## src/rtl/prw_pkg.sv

```systemverilog
package prw_pkg;
  typedef enum logic [1:0] {
    ST_OFF  = 2'd0,
    ST_ADDR = 2'd1,
    ST_DATA = 2'd2
  } prw_state_e;
endpackage

```

## src/rtl/prw_line_timer.sv

```systemverilog
module prw_line_timer #(
  parameter int RUN_W = 9
) (
  input  logic             clk_i,
  input  logic             rst_ni,
  input  logic             line_i,
  output logic             lvl_o,
  output logic             rise_o,
  output logic [RUN_W-1:0] run_o
);
  logic [1:0]       sync_q;
  logic             lvl_q, rise_q;
  logic [RUN_W-1:0] run_q;

  always_ff @(posedge clk_i or negedge rst_ni) begin
    if (!rst_ni) begin
      sync_q <= 2'b00;
      lvl_q  <= 1'b0;
      rise_q <= 1'b0;
      run_q  <= '0;
    end else begin
      sync_q <= {sync_q[0], line_i};
      lvl_q  <= sync_q[1];
      rise_q <= sync_q[1] & ~lvl_q;
      if (sync_q[1] != lvl_q) run_q <= RUN_W'(1);
      else if (run_q != '1)   run_q <= run_q + 1'b1;
    end
  end

  assign lvl_o  = lvl_q;
  assign rise_o = rise_q;
  assign run_o  = run_q;
endmodule

```

## src/rtl/prw_framer.sv

```systemverilog
module prw_framer
  import prw_pkg::*;
#(
  parameter int ADDR_W      = 5,
  parameter int DATA_W      = 6,
  parameter int RUN_W       = 9,
  parameter int T_SU        = 40,
  parameter int T_SD        = 300,
  parameter int T_HOLDA_MIN = 20,
  parameter int T_HOLDA_MAX = 120,
  parameter int T_HOLDD_MIN = 20
) (
  input  logic              clk_i,
  input  logic              rst_ni,
  input  logic              lvl_i,
  input  logic              rise_i,
  input  logic [RUN_W-1:0]  run_i,
  output logic              en_o,
  output logic              sd_o,
  output logic              wr_o,
  output logic [ADDR_W-1:0] addr_o,
  output logic [DATA_W-1:0] data_o
);
  localparam int CNT_W   = ((ADDR_W > DATA_W) ? ADDR_W : DATA_W) + 2;
  localparam int A_EDGES = 1 << ADDR_W;
  localparam int D_EDGES = 1 << DATA_W;

  prw_state_e        state_q;
  logic [CNT_W-1:0]  cnt_q;
  logic [ADDR_W-1:0] addr_q;
  logic [DATA_W-1:0] data_q;
  logic              wr_q, sd_q;

  always_ff @(posedge clk_i or negedge rst_ni) begin
    if (!rst_ni) begin
      state_q <= ST_OFF;
      cnt_q   <= '0;
      addr_q  <= '0;
      data_q  <= '0;
      wr_q    <= 1'b0;
      sd_q    <= 1'b0;
    end else begin
      wr_q <= 1'b0;
      sd_q <= 1'b0;
      if (state_q == ST_OFF) begin
        cnt_q <= '0;
        if (lvl_i && run_i == RUN_W'(T_SU)) state_q <= ST_ADDR;
      end else if (!lvl_i && run_i == RUN_W'(T_SD)) begin
        state_q <= ST_OFF;
        sd_q    <= 1'b1;
        cnt_q   <= '0;
      end else if (rise_i) begin
        if (cnt_q != '1) cnt_q <= cnt_q + 1'b1;
      end else if (lvl_i) begin
        if (state_q == ST_ADDR && cnt_q != '0 && run_i == RUN_W'(T_HOLDA_MIN)) begin
          cnt_q <= '0;
          if (cnt_q <= CNT_W'(A_EDGES)) begin
            addr_q  <= ADDR_W'(cnt_q - 1'b1);
            state_q <= ST_DATA;
          end
        end else if (state_q == ST_DATA && cnt_q == '0
                     && run_i == RUN_W'(T_HOLDA_MAX + 1)) begin
          state_q <= ST_ADDR;  // address hold too long: drop
        end else if (state_q == ST_DATA && cnt_q != '0
                     && run_i == RUN_W'(T_HOLDD_MIN)) begin
          cnt_q   <= '0;
          state_q <= ST_ADDR;
          if (cnt_q <= CNT_W'(D_EDGES)) begin
            data_q <= DATA_W'(cnt_q - 1'b1);
            wr_q   <= 1'b1;
          end
        end
      end
    end
  end

  assign en_o   = (state_q != ST_OFF);
  assign sd_o   = sd_q;
  assign wr_o   = wr_q;
  assign addr_o = addr_q;
  assign data_o = data_q;
endmodule

```

## src/rtl/prw_regfile.sv

```systemverilog
module prw_regfile #(
  parameter int ADDR_W = 5,
  parameter int DATA_W = 6
) (
  input  logic                           clk_i,
  input  logic                           rst_ni,
  input  logic                           clr_i,
  input  logic                           wr_i,
  input  logic [ADDR_W-1:0]              addr_i,
  input  logic [DATA_W-1:0]              data_i,
  output logic [(1<<ADDR_W)*DATA_W-1:0]  regs_o
);
  localparam int N_REGS = 1 << ADDR_W;

  for (genvar i = 0; i < N_REGS; i++) begin : g_reg
    logic [DATA_W-1:0] q;
    always_ff @(posedge clk_i or negedge rst_ni) begin
      if (!rst_ni)                             q <= '0;
      else if (clr_i)                          q <= '0;
      else if (wr_i && addr_i == ADDR_W'(i))   q <= data_i;
    end
    assign regs_o[i*DATA_W +: DATA_W] = q;
  end
endmodule

```

## src/rtl/pulse_reg_writer.sv

```systemverilog
module pulse_reg_writer #(
  parameter int ADDR_W      = 5,
  parameter int DATA_W      = 6,
  parameter int T_SU        = 40,
  parameter int T_SD        = 300,
  parameter int T_HOLDA_MIN = 20,
  parameter int T_HOLDA_MAX = 120,
  parameter int T_HOLDD_MIN = 20
) (
  input  logic                          clk_i,
  input  logic                          rst_ni,
  input  logic                          line_i,
  output logic                          en_o,
  output logic                          reg_rst_o,
  output logic                          wr_o,
  output logic [ADDR_W-1:0]             wr_addr_o,
  output logic [DATA_W-1:0]             wr_data_o,
  output logic [(1<<ADDR_W)*DATA_W-1:0] regs_o
);
  localparam int M1    = (T_SU > T_SD) ? T_SU : T_SD;
  localparam int M2    = (T_HOLDA_MAX + 1 > T_HOLDD_MIN) ? T_HOLDA_MAX + 1 : T_HOLDD_MIN;
  localparam int M3    = (M1 > M2) ? M1 : M2;
  localparam int T_TOP = (M3 > T_HOLDA_MIN) ? M3 : T_HOLDA_MIN;
  localparam int RUN_W = $clog2(T_TOP + 2);

  logic             lvl, rise;
  logic [RUN_W-1:0] run;

  prw_line_timer #(.RUN_W(RUN_W)) u_timer (
    .clk_i, .rst_ni, .line_i,
    .lvl_o(lvl), .rise_o(rise), .run_o(run)
  );

  prw_framer #(
    .ADDR_W(ADDR_W), .DATA_W(DATA_W), .RUN_W(RUN_W), .T_SU(T_SU), .T_SD(T_SD),
    .T_HOLDA_MIN(T_HOLDA_MIN), .T_HOLDA_MAX(T_HOLDA_MAX), .T_HOLDD_MIN(T_HOLDD_MIN)
  ) u_framer (
    .clk_i, .rst_ni, .lvl_i(lvl), .rise_i(rise), .run_i(run),
    .en_o, .sd_o(reg_rst_o), .wr_o, .addr_o(wr_addr_o), .data_o(wr_data_o)
  );

  prw_regfile #(.ADDR_W(ADDR_W), .DATA_W(DATA_W)) u_regs (
    .clk_i, .rst_ni, .clr_i(reg_rst_o), .wr_i(wr_o),
    .addr_i(wr_addr_o), .data_i(wr_data_o), .regs_o
  );
endmodule

```

## config.mk

```make
export PLATFORM = sky130hd
export DESIGN_NAME = pulse_reg_writer
export DESIGN_NICKNAME = d
export VERILOG_FILES = /design/src/rtl/prw_pkg.sv /design/src/rtl/prw_line_timer.sv /design/src/rtl/prw_framer.sv /design/src/rtl/prw_regfile.sv /design/src/rtl/pulse_reg_writer.sv
export SDC_FILE = /design/constraint.sdc
export NUM_CORES = 1
export LEC_CHECK = 0
export ABC_CLOCK_PERIOD_IN_PS = 4150
export CORE_MARGIN = 10
export CORE_UTILIZATION = 50
export CTS_CLUSTER_DIAMETER = 100
export DETAILED_ROUTE_END_ITERATION = 10
export DONT_BUFFER_PORTS = 1
export PLACE_DENSITY = 0.72
export REMOVE_ABC_BUFFERS = 1
export SKIP_CTS_REPAIR_TIMING = 1
export SLEW_MARGIN = 20
export SYNTH_ARGS = -nofsm -noshare
export SYNTH_HDL_FRONTEND = slang
export SYNTH_SLANG_ARGS = --single-unit
```

## constraint.sdc

```tcl
create_clock -name clk_i -period 4.15 [get_ports clk_i]
set_input_delay 0.415 -clock clk_i [delete_from_list [all_inputs] [get_ports clk_i]]
set_output_delay 0.415 -clock clk_i [all_outputs]
set_load 0.03 [all_outputs]
```

==> impl_metrics.csv <==
group,metric,value,unit
run_status,status,"complete, but fails checks",
run_status,violations,"negative hold slack",
place,io_buffer_count,0,
worst_setup_path,path_class,"flop to flop",
die,dieArea,25800,um^2
timing,finalClockSkew,0.0140,ns
synth,synth_top_area_cell,"dfrtp_1",
synth,netlist_top_cells_count,"228 x dfrtp_1, 135 x nor2_1, 119 x mux2i_1",
layout,multi_input_comb_area,3890,um^2
timing,period_needed,2.82,ns
timing,tightest_slew,1.02,ns
timing,timing.hold.ws,-0.391,ns
layout,nets,935,
power,p_leak,4.90,nW
die,fp.dieH,161,um
synth,yosysMostFrequentCell,"dfrtp_1",
clock_tree,root_buffer,"clkbuf_16",
clock_tree,cts_tree,"done",
drt,wl_per_cell,21.9,um
synth,synth_area,9890,um^2
clock_tree,cts.clk_slew.worst_paths,0.06,ns
timing,hold_viol_final,228,
timing,clock.fmax,354,MHz
global_routing,grt_start_max_net_pins,229,
layout,fillCellCount,1707,
layout,seq_area,5720,um^2
drt,drt-total-wl,26300,um
synth,async_reset_ff_share,100,%
min_path,hold_class,"input pin to asynchronous set/reset pin",
timing,maxSlewViolCount,0,
timing,tns,0,ns
job,cap_violations,0,
power,vdd_drop_max,0.000295,V
die,rows,51,
drt,routed-via-count,6996,
die,die_w,161,um
timing,fin_crit_sh,68.0,%
worst_setup_path,critPathArrivalTime,3.21,ns
die,ioPinCount,209,
clock_tree,cts_sinks,228,
clock_tree,clk_latency,0.51,ns
drt,drc,0,
worst_setup_path,required,4.53,ns
synth,synth_edf_count,0,
power,power,4.31,mW
clock_tree,htree_levels,1,
timing,setup_violations,0,
global_routing,grt_pass1_vias,6855,
timing,slew_headroom,32.0,%
place,dp_hpwl,17000,um
place,post_dp_cell_area,10100,um^2
synth,ys.flop_type,"dfrtp_1",
die,coreArea,19500,um^2
global_routing,grt_pass1_wl,41600,um
layout,area_growth,9.71,%
worst_setup_path,cp_max_fo,5,
drt,postRouteAntennaNets,0,
synth,ys_warn_count,0,
synth,ys_types,41,
layout,antenna_cells,0,
place,place_congestion,0.799,
layout,finalInstanceArea,10800,um^2
synth,synth.area.top_cells,"dfrtp_1 58%, mux2i_1 12%, nor2_1 5.1%",
synth,synthCells,957,
drt,drtPass1Iterations,6,
synth,ys_seq_elements,228,
clock_tree,numCtsBuffers,24,
worst_setup_path,start_kind,"flop",
power,power.density,398,nW/um^2
die,initial_core_util,50.8,%
drt,via_per_inst,5.82,
timing,rsz0062_at_grt,"no",
global_routing,overflow,0,
global_routing,antenna_found_initial,0,
synth,yosys.area.top_type_share,57.7,%
synth,synth_area_per_cell,10.3,um^2
global_routing,grt_usage,19.8,%
layout,drive_above_1_share,8.00,%
clock_tree,clockBufferDepth,3,
synth,ys_seq_area_share,57.7,%
drt,drt_iter0_drc,475,
worst_setup_path,cp-end-kind,"flop",
-- layout by cell type, fill, tap and decap left out, types with 10 or more instances in the layout --
cell type and instances:
mux2i_1 119, mux2_2 10, nand2_1 110, o21ai_0 11
dfrtp_1 221, nor2_1 133, a21oi_1 84, buf_4 12
nand3_1 78, inv_1 12, clkbuf_16 25
-- area by class of cell --
class | count | share of cell area (%)
Tap cell | 265 | 3.06
Timing Repair Buffer | 14 | 1.11
Clock inverter | 1 | 0.0807
Clock buffer | 38 | 6.77
Sequential cell | 228 | 52.7
Multi-Input combinational cell | 644 | 35.9
Inverter | 12 | 0.415
-- sequential cells by signal (all words and copies together), names as in the netlist --
signal and count:
u_regs.g.q 192, u_timer.run_o 9, u_framer.cnt_q 8, u_framer.data_o 6
u_framer.addr_o 5, u_framer.state_q 2, u_timer.sync_q 2, u_framer.sd_o 1
u_framer.wr_o 1, u_timer.lvl_o 1, u_timer.rise_o 1
-- path summary, 6_finish.rpt --
path	slack [ns]	depth (start not counted)	to	from
max in group asynchronous	4.23	0	u_regs.g_reg[24].q[0]	rst_ni
hold reg to reg	0.35	0	u_timer.sync_q[1]	u_timer.sync_q[0]
hold / removal	-0.39	0	u_regs.g_reg[16].q[5]	rst_ni
setup / recovery	1.33	7	u_framer.addr_o[0]	u_timer.run_o[0]
setup reg to reg	1.33	7	u_framer.addr_o[0]	u_timer.run_o[0]
min in group clk_i	0.35	0	u_timer.sync_q[1]	u_timer.sync_q[0]
-- report_power, final --
group	switching [mW]	total [mW]	internal (mW)
combinational	0.0218	0.0407	0.0188
sequential	0.0147	2.25	2.23
clock	0.824	2.03	1.20
total	0.861	4.31	3.45
-- metal layers --
metal,share of wire [%],global-route usage (%),vias up,wire [um]
met5,0,0,-,0
met4,3.1,6.55,0,807
met3,12,8.33,50,3200
met2,45,29.4,289,11800
met1,40,25.7,3484,10500
li1,-,-,3173,-
-- stage by stage --
stage               setup WS [ns]  cells  util [%]
CTS                          1.28   1201      55.7
global route                 1.20   1202      55.7
global placement             1.42   1162      51.9
finish                       1.33   1202      55.7
floorplan                   0.443    884         -
detailed placement           1.36   1162      51.9
-- worst max-delay path: stages (launching register included) --
cell and delay, ns:
dfrtp_1 0.43, inv_1 0.10, ha_1 0.17, or3b_2 0.49, nor4_1 0.29, nand2_1 0.11
nor4_2 0.71, mux2_2 0.41
-- cells by family (layout without fill, tap and decap cells) --
logic type      Yosys count  count (layout)  share of synthesized area (%)
buf+inv                  85              65                           3.23
simple gates            383             383                           17.5
flops                   228             228                           57.7
compound gates          113             113                           6.42
mux                     129             129                           13.2
xor+xnor                 11              11                          0.974
fa+ha+maj                 8               8                           1.01
No activity file was read; power rests on OpenSTA's default activity.
